[src/rtl/exc_pkg.sv]
package exc_pkg;
    typedef enum logic [1:0] {
        SEL_VBASE = 2'd0,
        SEL_SSTAT = 2'd1,
        SEL_IREQ  = 2'd2,
        SEL_NONE  = 2'd3
    } reg_sel_e;

    typedef enum logic {
        ENT_IDLE  = 1'b0,
        ENT_ISSUE = 1'b1
    } ent_state_e;
endpackage

[src/rtl/exc_vbase.sv]
module exc_vbase #(
    parameter int DATA_W = 32,
    parameter int ALIGN_W = 12
) (
    input  logic                      clk,
    input  logic                      rst_n,
    input  logic                      wr_en,
    input  logic [DATA_W-ALIGN_W-1:0] wdata_hi,
    output logic [DATA_W-ALIGN_W-1:0] base_hi
);
    // No reset: the base is undefined until software loads it.
    always_ff @(posedge clk) begin
        if (wr_en) base_hi <= wdata_hi;
    end


    vbase_load_chk: assert property (@(posedge clk) disable iff (!rst_n)
        $past(wr_en) |-> base_hi == $past(wdata_hi));
endmodule

[src/rtl/exc_entry_gen.sv]
module exc_entry_gen
    import exc_pkg::*;
#(
    parameter int DATA_W = 32,
    parameter int VEC_W = 8,
    parameter int SLOT_SHIFT = 4,
    localparam int ALIGN_W = VEC_W + SLOT_SHIFT
) (
    input  logic                      clk,
    input  logic                      rst_n,
    input  logic                      accept,
    input  logic [VEC_W-1:0]          vec,
    input  logic [DATA_W-ALIGN_W-1:0] base_hi,
    output logic [DATA_W-1:0]         entry_addr,
    output logic                      entry_valid
);
    ent_state_e state_q, state_d;
    logic [DATA_W-1:0] addr_d;

    always_ff @(posedge clk) begin
        if (!rst_n) state_q <= ENT_IDLE;
        else        state_q <= state_d;
    end

    always_comb begin
        state_d = state_q;
        unique case (state_q)
            ENT_IDLE:  state_d = accept ? ENT_ISSUE : ENT_IDLE;
            ENT_ISSUE: state_d = accept ? ENT_ISSUE : ENT_IDLE;
            default:   state_d = ENT_IDLE;
        endcase
    end

    always_comb begin
        addr_d = {base_hi, {ALIGN_W{1'b0}}} | (DATA_W'(vec) << SLOT_SHIFT);
    end

    always_ff @(posedge clk) begin
        if (!rst_n)      entry_addr <= '0;
        else if (accept) entry_addr <= addr_d;
    end

    assign entry_valid = (state_q == ENT_ISSUE);


    valid_pulse_chk: assert property (@(posedge clk) disable iff (!rst_n)
        entry_valid == ($past(accept) && $past(rst_n)));

    slot_index_chk: assert property (@(posedge clk) disable iff (!rst_n)
        entry_valid |-> entry_addr[ALIGN_W-1:SLOT_SHIFT] == $past(vec));

    slot_align_chk: assert property (@(posedge clk) disable iff (!rst_n)
        entry_valid |-> entry_addr[SLOT_SHIFT-1:0] == '0);
endmodule

[src/rtl/exc_saved_status.sv]
module exc_saved_status #(
    parameter int HALF_W = 16
) (
    input  logic              clk,
    input  logic              rst_n,
    input  logic              accept,
    input  logic [HALF_W-1:0] live_lo,
    input  logic              wr_en,
    input  logic [HALF_W-1:0] wdata_lo,
    output logic [HALF_W-1:0] saved_lo
);
    always_ff @(posedge clk) begin
        if (!rst_n)      saved_lo <= '0;
        else if (accept) saved_lo <= live_lo;
        else if (wr_en)  saved_lo <= wdata_lo;
    end


    capture_chk: assert property (@(posedge clk) disable iff (!rst_n)
        ($past(accept) && $past(rst_n)) |-> saved_lo == $past(live_lo));

    sw_write_chk: assert property (@(posedge clk) disable iff (!rst_n)
        ($past(wr_en) && !$past(accept) && $past(rst_n)) |-> saved_lo == $past(wdata_lo));
endmodule

[src/rtl/exc_irq_sync.sv]
module exc_irq_sync #(
    parameter int IRQ_N = 16,
    parameter int SYNC_STAGES = 2
) (
    input  logic             clk,
    input  logic             rst_n,
    input  logic [IRQ_N-1:0] irq_in,
    output logic [IRQ_N-1:0] irq_vis
);
    logic [IRQ_N-1:0] stage_q [SYNC_STAGES];

    genvar gi;
    generate
        for (gi = 0; gi < SYNC_STAGES; gi++) begin : g_stage
            always_ff @(posedge clk) begin
                if (!rst_n)       stage_q[gi] <= '0;
                else if (gi == 0) stage_q[gi] <= irq_in;
                else              stage_q[gi] <= stage_q[(gi == 0) ? 0 : gi-1];
            end
        end
    endgenerate

    assign irq_vis = stage_q[SYNC_STAGES-1];

    generate
        if (SYNC_STAGES == 2) begin : g_lat_chk
            logic [1:0] warm_q;
            always_ff @(posedge clk) begin
                if (!rst_n)             warm_q <= '0;
                else if (warm_q != 2'd2) warm_q <= warm_q + 2'd1;
            end

            irq_latency_chk: assert property (@(posedge clk) disable iff (!rst_n)
                (warm_q == 2'd2) |-> irq_vis == $past(irq_in, 2));
        end
    endgenerate
endmodule

[src/rtl/exc_entry_unit.sv]
module exc_entry_unit
    import exc_pkg::*;
#(
    parameter int DATA_W = 32,
    parameter int VEC_W = 8,
    parameter int SLOT_SHIFT = 4,
    parameter int IRQ_N = 16,
    parameter int SYNC_STAGES = 2,
    localparam int ALIGN_W = VEC_W + SLOT_SHIFT,
    localparam int HALF_W = DATA_W / 2
) (
    input  logic              clk,
    input  logic              rst_n,
    input  logic              reg_wr,
    input  logic [1:0]        reg_sel,
    input  logic [DATA_W-1:0] reg_wdata,
    output logic [DATA_W-1:0] reg_rdata,
    input  logic [DATA_W-1:0] live_status,
    input  logic              accept,
    input  logic [VEC_W-1:0]  vec_num,
    input  logic [IRQ_N-1:0]  irq_lines,
    output logic [DATA_W-1:0] entry_addr,
    output logic              entry_valid
);
    reg_sel_e sel;
    logic [DATA_W-ALIGN_W-1:0] base_hi;
    logic [HALF_W-1:0] saved_lo;
    logic [IRQ_N-1:0] irq_vis;

    assign sel = reg_sel_e'(reg_sel);

    exc_vbase #(.DATA_W(DATA_W), .ALIGN_W(ALIGN_W)) u_vbase (
        .clk(clk), .rst_n(rst_n),
        .wr_en(reg_wr && sel == SEL_VBASE),
        .wdata_hi(reg_wdata[DATA_W-1:ALIGN_W]),
        .base_hi(base_hi)
    );

    exc_entry_gen #(.DATA_W(DATA_W), .VEC_W(VEC_W), .SLOT_SHIFT(SLOT_SHIFT)) u_entry (
        .clk(clk), .rst_n(rst_n), .accept(accept), .vec(vec_num),
        .base_hi(base_hi), .entry_addr(entry_addr), .entry_valid(entry_valid)
    );

    exc_saved_status #(.HALF_W(HALF_W)) u_sstat (
        .clk(clk), .rst_n(rst_n), .accept(accept),
        .live_lo(live_status[HALF_W-1:0]),
        .wr_en(reg_wr && sel == SEL_SSTAT),
        .wdata_lo(reg_wdata[HALF_W-1:0]),
        .saved_lo(saved_lo)
    );

    exc_irq_sync #(.IRQ_N(IRQ_N), .SYNC_STAGES(SYNC_STAGES)) u_irq (
        .clk(clk), .rst_n(rst_n), .irq_in(irq_lines), .irq_vis(irq_vis)
    );

    always_comb begin
        reg_rdata = '0;
        unique case (sel)
            SEL_VBASE: reg_rdata = {base_hi, {ALIGN_W{1'b0}}};
            SEL_SSTAT: reg_rdata = {live_status[DATA_W-1:HALF_W], saved_lo};
            SEL_IREQ:  reg_rdata = DATA_W'(irq_vis);
            SEL_NONE:  reg_rdata = '0;
            default:   reg_rdata = '0;
        endcase
    end


    upper_mirror_chk: assert property (@(posedge clk) disable iff (!rst_n)
        (reg_sel == 2'd1) |-> reg_rdata[DATA_W-1:HALF_W] == live_status[DATA_W-1:HALF_W]);

    spare_zero_chk: assert property (@(posedge clk) disable iff (!rst_n)
        (reg_sel == 2'd3) |-> reg_rdata == '0);
endmodule

[config.mk]
export PLATFORM = sky130hd
export DESIGN_NAME = exc_entry_unit
export DESIGN_NICKNAME = d
export VERILOG_FILES = /design/src/rtl/exc_pkg.sv /design/src/rtl/exc_vbase.sv /design/src/rtl/exc_entry_gen.sv /design/src/rtl/exc_saved_status.sv /design/src/rtl/exc_irq_sync.sv /design/src/rtl/exc_entry_unit.sv
export SDC_FILE = /design/constraint.sdc
export NUM_CORES = 1
export LEC_CHECK = 0
export BUFFER_PORTS_ARGS = -buffer_cell sky130_fd_sc_hd__buf_2
export CORE_ASPECT_RATIO = 1.2
export CORE_MARGIN = 4
export CORE_UTILIZATION = 40
export DETAILED_ROUTE_END_ITERATION = 8
export GPL_TIMING_DRIVEN = 0
export HOLD_SLACK_MARGIN = 0.05
export PLACE_DENSITY = 0.75
export SLEW_MARGIN = 25
export SYNTH_ARGS = -nofsm -noshare
export SYNTH_HDL_FRONTEND = slang
export SYNTH_SLANG_ARGS = --single-unit
[constraint.sdc]
create_clock -name clk -period 4.1 [get_ports clk]
set_input_delay 1.025 -clock clk [delete_from_list [all_inputs] [get_ports clk]]
set_output_delay 1.025 -clock clk [all_outputs]
set_load 0.01 [all_outputs]
==> results of run 1 <==
-- metrics by stage --
step           util [%]  total power [W]
3_3_place_gp       51.4          0.00132
3_5_place_dp       51.7          0.00133
5_1_grt            53.9          0.00202
6_report           53.9          0.00192
2_1_floorplan         -          0.00121
4_1_cts            53.9          0.00195
-- layer usage --
metal | vias to the layer above | part of all wire, % | track usage [%]
met2 | 123 | 50 | 30.6
met5 | - | 0 | 0
met1 | 1351 | 40 | 20.0
met4 | 0 | 1.4 | 5.81
met3 | 12 | 8.7 | 4.55
li1 | 1451 | - | -
-- power groups by stage --
stage	clock [W]	combinational, W	sequential (W)
after floorplan	0	0.000136	0.00108
after global placement	0	0.000247	0.00107
after detailed placement	0	0.000256	0.00107
after CTS	0.000641	0.000257	0.00105
after global routing	0.000681	0.000279	0.00106
final	0.000621	0.000253	0.00105
-- critical path: cells and delay by family --
| kind | cells | cell delay, ns |
|---|---|---|
| and+or+nand+nor | 1 | 0.13 |
| AOI/OAI and AO/OA | 1 | 0.24 |
| buffers and inverters | 4 | 1.05 |
-- synthesized netlist by cell type --
| library cell | n | area [µm²] |
|---|---|---|
| a22o_1 | 12 | 105 |
| and2_1 | 33 | 206 |
| and3b_1 | 1 | 8.76 |
| buf_2 | 8 | 40.0 |
| buf_4 | 4 | 30.0 |
| buf_6 | 2 | 22.5 |
| clkbuf_1 | 17 | 63.8 |
| conb_1 | 1 | 3.75 |
| dfxtp_1 | 77 | 1540 |
| edfxtp_1 | 20 | 601 |
| mux2i_1 | 64 | 641 |
| nand2_1 | 4 | 15.0 |
| nor2_1 | 16 | 60.1 |
| nor2b_1 | 30 | 188 |
| nor3b_1 | 1 | 7.51 |
| o211a_1 | 16 | 160 |
| o21ai_0 | 20 | 100 |
| or2_1 | 1 | 6.26 |
-- registers in the layout, indices dropped and copies added, names as in the netlist --
register and flops:
u_irq.stage_q 32, u_entry.entry_addr 28, u_vbase.base_hi 20, u_sstat.saved_lo 16
u_entry.entry_valid 1
-- cells by family (layout without fill, tap and decap cells) --
family          after synthesis  after routing  synth area share [%]
buf+inv                      31            200                  4.12
flops                        97             97                  56.4
mux                          64             64                  16.9
simple gates                 86             86                  12.9
compound gates               48             48                  9.61
other cells                   1              4                0.0987
-- final cells by class --
class	count	area (µm²)
fill	869	4230
tap	120	150
multi-input combinational	202	1520
clock inverter	6	53.8
timing repair buffer	153	774
buffer	31	156
sequential	97	2140
clock buffer	10	149
-- worst min-delay path by stage --
| stage | start | to | slack [ns] | depth (start not counted) |
|---|---|---|---|---|
| floorplan | u_irq.stage_q[0][0] | u_irq.stage_q[1][0] | 0.41 | 1 |
| global placement | u_irq.stage_q[0][1] | u_irq.stage_q[1][1] | 0.41 | 1 |
| detailed placement | u_irq.stage_q[0][11] | u_irq.stage_q[1][11] | 0.42 | 1 |
| CTS | u_irq.stage_q[0][2] | u_irq.stage_q[1][2] | 0.44 | 1 |
| global route | u_irq.stage_q[0][7] | u_irq.stage_q[1][7] | 0.45 | 1 |
| finish | u_irq.stage_q[0][2] | u_irq.stage_q[1][2] | 0.44 | 1 |
==> flow_metrics.tcl, run 1 <==
set metrics [dict create \
    ys_ff_latch 97 \
    ios 159 \
    p_int_w 0.00142 \
    post-cts-setup-buffer-count 0 \
    max_stage_delay_ns 0.45 \
    worstSetupStartpoint "reg_sel[1]" \
    htreeDepth 3 \
    fin_ws_ns 0.633 \
    slowest_stage "clkbuf_1" \
    post-place-ws_ns 0.606 \
    numCtsBuffers 9 \
    switching_power_w 0.000500 \
    grt_start_max_net_pins 19 \
    dp.cells 603 \
    fin_tns_setup_ns 0 \
    antenna_cells 0 \
    setup_viol 0 \
    timing.final.crit_share_pct 84.6 \
    swShare_pct 26.0 \
    grt_pass1_wl_um 15000 \
    cts_tree "done" \
    fin_area_um2 4940 \
    final_common_cell "buf_2" \
    worstPathArrival_ns 2.44 \
    die_w_um 97.0 \
    dp_hpwl_um 7150 \
    die_area_um2 11100 \
    crit-reg2reg-launch "u_vbase.base_hi[0]" \
    cts_sinks 97 \
    start_util_pct 41.4 \
    postSynthCellCount 327 \
    slew_violations 0 \
    setup.worst_path.end "reg_rdata[4]" \
    fmax_mhz 288 \
    crit_path_max_fanout 10 \
    clockBufferDepth 2 \
    cts.clk_slew.worst_paths_ns 0.09 \
    power_density_nw_per_um2 389 \
    clock_latency_ns 0.36 \
    worstSetupPathType "in2out" \
    status "finished clean" \
    drc_errors 0 \
    grt-ovfl-total 0 \
    io_buffers 151 \
    hold_ws_ns 0.440 \
    ys_warn_count 0 \
    drtPass1Iterations 4 \
    synth_area_per_cell_um2 11.6 \
    finClkSkew_ns 0.00676 \
    vias 2937 \
    regToRegSetupSlack_ns 3.34 \
    pwr-share-comb_pct 13.2 \
    core_um2 9180 \
    fin_cells 619 \
    antenna_found_initial 0 \
    path_cells "buf_2 -> nor2b_1 -> clkbuf_1 -> clkbuf_1 -> a22o_1 -> buf_2" \
    hold_viol 0 \
    rsz0062_at_grt "no" \
    die_h_um 115 \
    grt_usage_pct 17.1 \
    wl_um 9560 \
    period_minus_slack_ns 3.47 \
    area_growth_pct 30.1 \
    clkPwrFrac_pct 32.3 \
    worst_pin_slew_ns 0.610 \
    cts_resized 0 \
    reg2regPathDepth 2 \
    routedWlPerCell_um 15.4 \
    holdBufCountCts 0 \
    start_kind "input pin" \
    power_frac_seq_pct 54.6 \
    required_ns 3.07 \
    reg2reg_to "u_entry.entry_addr[12]" \
    total_leakage_power_nw 2.50 \
    worst_setup_path_end_kind "primary output" \
    final_cell_mix "159 x buf_2, 77 x dfxtp_1, 64 x mux2i_1" \
    num_rows 38 \
    nets 588 \
    place_area_um2 4740 \
    slew-limit-headroom_pct 59.3 \
    via_per_inst 4.74 \
    netlist_area_um2 3800 \
    grt_pass1_vias 2993 \
    synthDistinctLibCells 18 \
    drtAntennaViolNets 0 \
    drtIter0Drc 87 \
    drive_above_1_share_pct 36.9 \
    ys_seq_area_share_pct 56.4 \
    routabilityCongestion 0.749 \
    clock_tree.root_cell "clkbuf_8" \
    cap_viol_max_count 0 \
    max-vdd-ir-drop_mv 0.200 \
    hp-class "reg2reg" \
]
(Power assumes the default switching activity.)
==> run 2, diff against run 1 <==
--- a/config.mk
+++ b/config.mk
@@ -5,6 +5,7 @@
 export SDC_FILE = /design/constraint.sdc
 export NUM_CORES = 1
 export LEC_CHECK = 0
+export ABC_AREA = 1
 export BUFFER_PORTS_ARGS = -buffer_cell sky130_fd_sc_hd__buf_2
 export CORE_ASPECT_RATIO = 1.2
 export CORE_MARGIN = 4
==> constraint.sdc (replaced) <==
create_clock -name clk -period 3.3 [get_ports clk]
set_input_delay 0.825 -clock clk [delete_from_list [all_inputs] [get_ports clk]]
set_output_delay 0.825 -clock clk [all_outputs]
set_load 0.01 [all_outputs]
==> flow_metrics.tcl, run 2 <==
set metrics [dict create \
    status "finished clean" \
    power_frac_seq_pct 53.6 \
    min_path_cells 2 \
    antenna_found_initial 0 \
    grt-ovfl-total 0 \
    start_util_pct 41.5 \
    hold_viol 0 \
    clockBufferDepth 2 \
    start_kind "input pin" \
    antenna_cells 0 \
    total_leakage_power_nw 2.68 \
    holdBufCountCts 0 \
    synth_area_per_cell_um2 8.06 \
    swShare_pct 26.1 \
    nets 734 \
    setup_viol 0 \
    numCtsBuffers 9 \
    multi_input_area_um2 1300 \
    postSynthCellCount 473 \
    fin_cells 765 \
    synthDistinctLibCells 19 \
    synthAdderAreaFrac_pct 0 \
    post-cts-setup-buffer-count 0 \
    vias 3577 \
    highest_layer "met4" \
    p_int_w 0.00180 \
    finalPower_w 0.00244 \
    ys_seq_area_share_pct 56.2 \
    synth_top_family_by_area "simple AND/OR/NAND/NOR gates" \
    final_cell_mix "168 x buf_2, 119 x nand2_1, 77 x dfxtp_1" \
    required_ns 2.47 \
    reg2regPathDepth 2 \
    yosysTopAreaCellShare_pct 40.4 \
    regArea_um2 2140 \
    io_buffers 152 \
    area_growth_pct 29.9 \
    dp.cells 749 \
    cts_tree "done" \
    die_h_um 115 \
    cts_sinks 97 \
    crit-reg2reg-launch "u_vbase.base_hi[17]" \
    top_regs "u_irq.stage_q: 32 flops, u_entry.entry_addr: 28 flops, u_vbase.base_hi: 20 flops" \
    wl_met2_um 5030 \
    routedWlPerCell_um 13.7 \
    die_area_um2 11200 \
    ys_warn_count 0 \
    dr_wl_met3_um 1050 \
    rsz0062_at_grt "no" \
    synth_flop_cell "dfxtp_1" \
    hp-class "reg2reg" \
    reg2reg_to "u_entry.entry_addr[29]" \
    post-place-ws_ns 0.471 \
    drtAntennaViolNets 0 \
    async_flop_share_pct 0 \
    synthMuxAreaShare_pct 0 \
    hold_end "u_irq.stage_q[1][10]" \
    dp_hpwl_um 8040 \
    cap_viol_max_count 0 \
    via_per_inst 4.68 \
    htreeDepth 3 \
    wl_um 10500 \
    cts_resized 0 \
    ys_ff_latch 97 \
    num_rows 38 \
    finClkSkew_ns 0.00531 \
    drtIter0Drc 154 \
    die_w_um 97.1 \
    slew_violations 0 \
    nFillCells 876 \
    worst_setup_path_end_kind "primary output" \
    period_minus_slack_ns 2.81 \
    fmax_mhz 356 \
    cts.clk_slew.worst_paths_ns 0.09 \
    largest_register_ffs 32 \
    switching_power_w 0.000635 \
    netlist_area_um2 3810 \
    timing.final.crit_share_pct 85.2 \
    drc_errors 0 \
    regMostFlops "u_irq.stage_q" \
    drtPass1Iterations 5 \
    hold_ws_ns 0.417 \
    ios 159 \
    synth.most_common_cell "nand2_1" \
    yosys-top-cells-count "119 x nand2_1, 77 x dfxtp_1, 72 x nor2_1" \
    synth.area.top_cells "dfxtp_1 40%, edfxtp_1 16%, nand2_1 12%, nor2_1 7.1%, o21ai_0 5.3%" \
    synthXorXnorAreaFrac_pct 0 \
    grt_start_max_net_pins 17 \
    fin_tns_setup_ns 0 \
    core_um2 9180 \
    max-vdd-ir-drop_mv 0.219 \
    grt_pass1_vias 3359 \
    clock_tree.root_cell "clkbuf_8" \
    synth-compound-area-share_pct 11.9 \
    grt_usage_pct 18.6 \
    met1_length_um 4240 \
    grt_pass1_wl_um 16400 \
    synth-simple-area-share_pct 21.8 \
    worst_pin_slew_ns 0.568 \
    crit_path_max_fanout 10 \
    worstSetupPathType "in2out" \
    power_density_nw_per_um2 492 \
    clock_latency_ns 0.36 \
    slew-limit-headroom_pct 62.1 \
    hp-start "u_irq.stage_q[0][10]" \
    drive_above_1_share_pct 30.7 \
    synth_edf_count 20 \
    clkPwrFrac_pct 32.6 \
    pwr-share-comb_pct 13.8 \
    worstPathArrival_ns 1.99 \
    routabilityCongestion 0.933 \
    yosysTopAreaCell "dfxtp_1" \
    final_common_cell "buf_2" \
    regToRegSetupSlack_ns 2.59 \
    fin_ws_ns 0.487 \
]
## run 2: changes by cell type in the layout (fill, tap and decap cells not counted), sizes merged, moves of 3 or more
cell,before,now
clkbuf,27,20
o21ai,20,41
and2,33,0
o211ai,0,4
o211a,16,0
buf,167,177
a22o,12,15
nor2,16,74
nor2b,30,0
a21oi,0,17
inv,5,59
nand2,4,119
mux2i,64,0
nand3,0,17
## run 2: layout make-up
cell class / instances / share of cell area, %
sequential: 97 / 43.3
multi-input combinational: 291 / 26.2
timing repair buffer: 153 / 15.7
inverter: 55 / 4.17
buffer: 33 / 3.59
tap: 120 / 3.03
clock buffer: 11 / 2.85
clock inverter: 5 / 1.21
## run 2: through the flow
step           cell area [µm²]  utilization (%)
3_5_place_dp              4750             51.8
5_1_grt                   4950             54.0
3_3_place_gp              4730             51.6
4_1_cts                   4950             54.0
6_report                  4950             54.0
2_1_floorplan             3820                -
## run 2: metal layers
layer,global-route usage [%],vias up
li1,-,1812
met1,22.0,1586
met2,32.4,162
met3,5.46,17
met4,6.55,0
met5,0,-
## run 2: kinds of logic after synthesis
group                  Yosys count
other                            1
AOI/OAI and AO/OA               77
DFF                             97
buffers and inverters           88
and+or+nand+nor                210
## run 2: power groups by stage
stage / logic (W) / registers (W) / clock network (W)
2_1_floorplan: 0.000174 / 0.00134 / 0
3_3_place_gp: 0.000330 / 0.00133 / 0
3_5_place_dp: 0.000339 / 0.00133 / 0
4_1_cts: 0.000341 / 0.00131 / 0.000812
5_1_grt: 0.000379 / 0.00131 / 0.000857
6_report: 0.000337 / 0.00131 / 0.000793
## run 2: how the worst max path moves through the flow
stage	startpoint	to	slack [ns]	cells past startpoint
final	reg_sel[0]	reg_rdata[13]	0.49	6
after global routing	reg_sel[1]	reg_rdata[1]	0.33	6
after CTS	reg_sel[0]	reg_rdata[13]	0.47	6
after detailed placement	reg_sel[0]	reg_rdata[13]	0.47	6
after global placement	reg_sel[0]	u_vbase.base_hi[15]	0.20	5
after floorplan	reg_sel[1]	u_vbase.base_hi[0]	0.86	4
## run 2: worst max-delay path, cell delays in order
cell	delay [ns]
buf_2	0.15
nor2_1	0.12
clkbuf_1	0.46
nand2_1	0.13
o211ai_1	0.14
buf_2	0.17
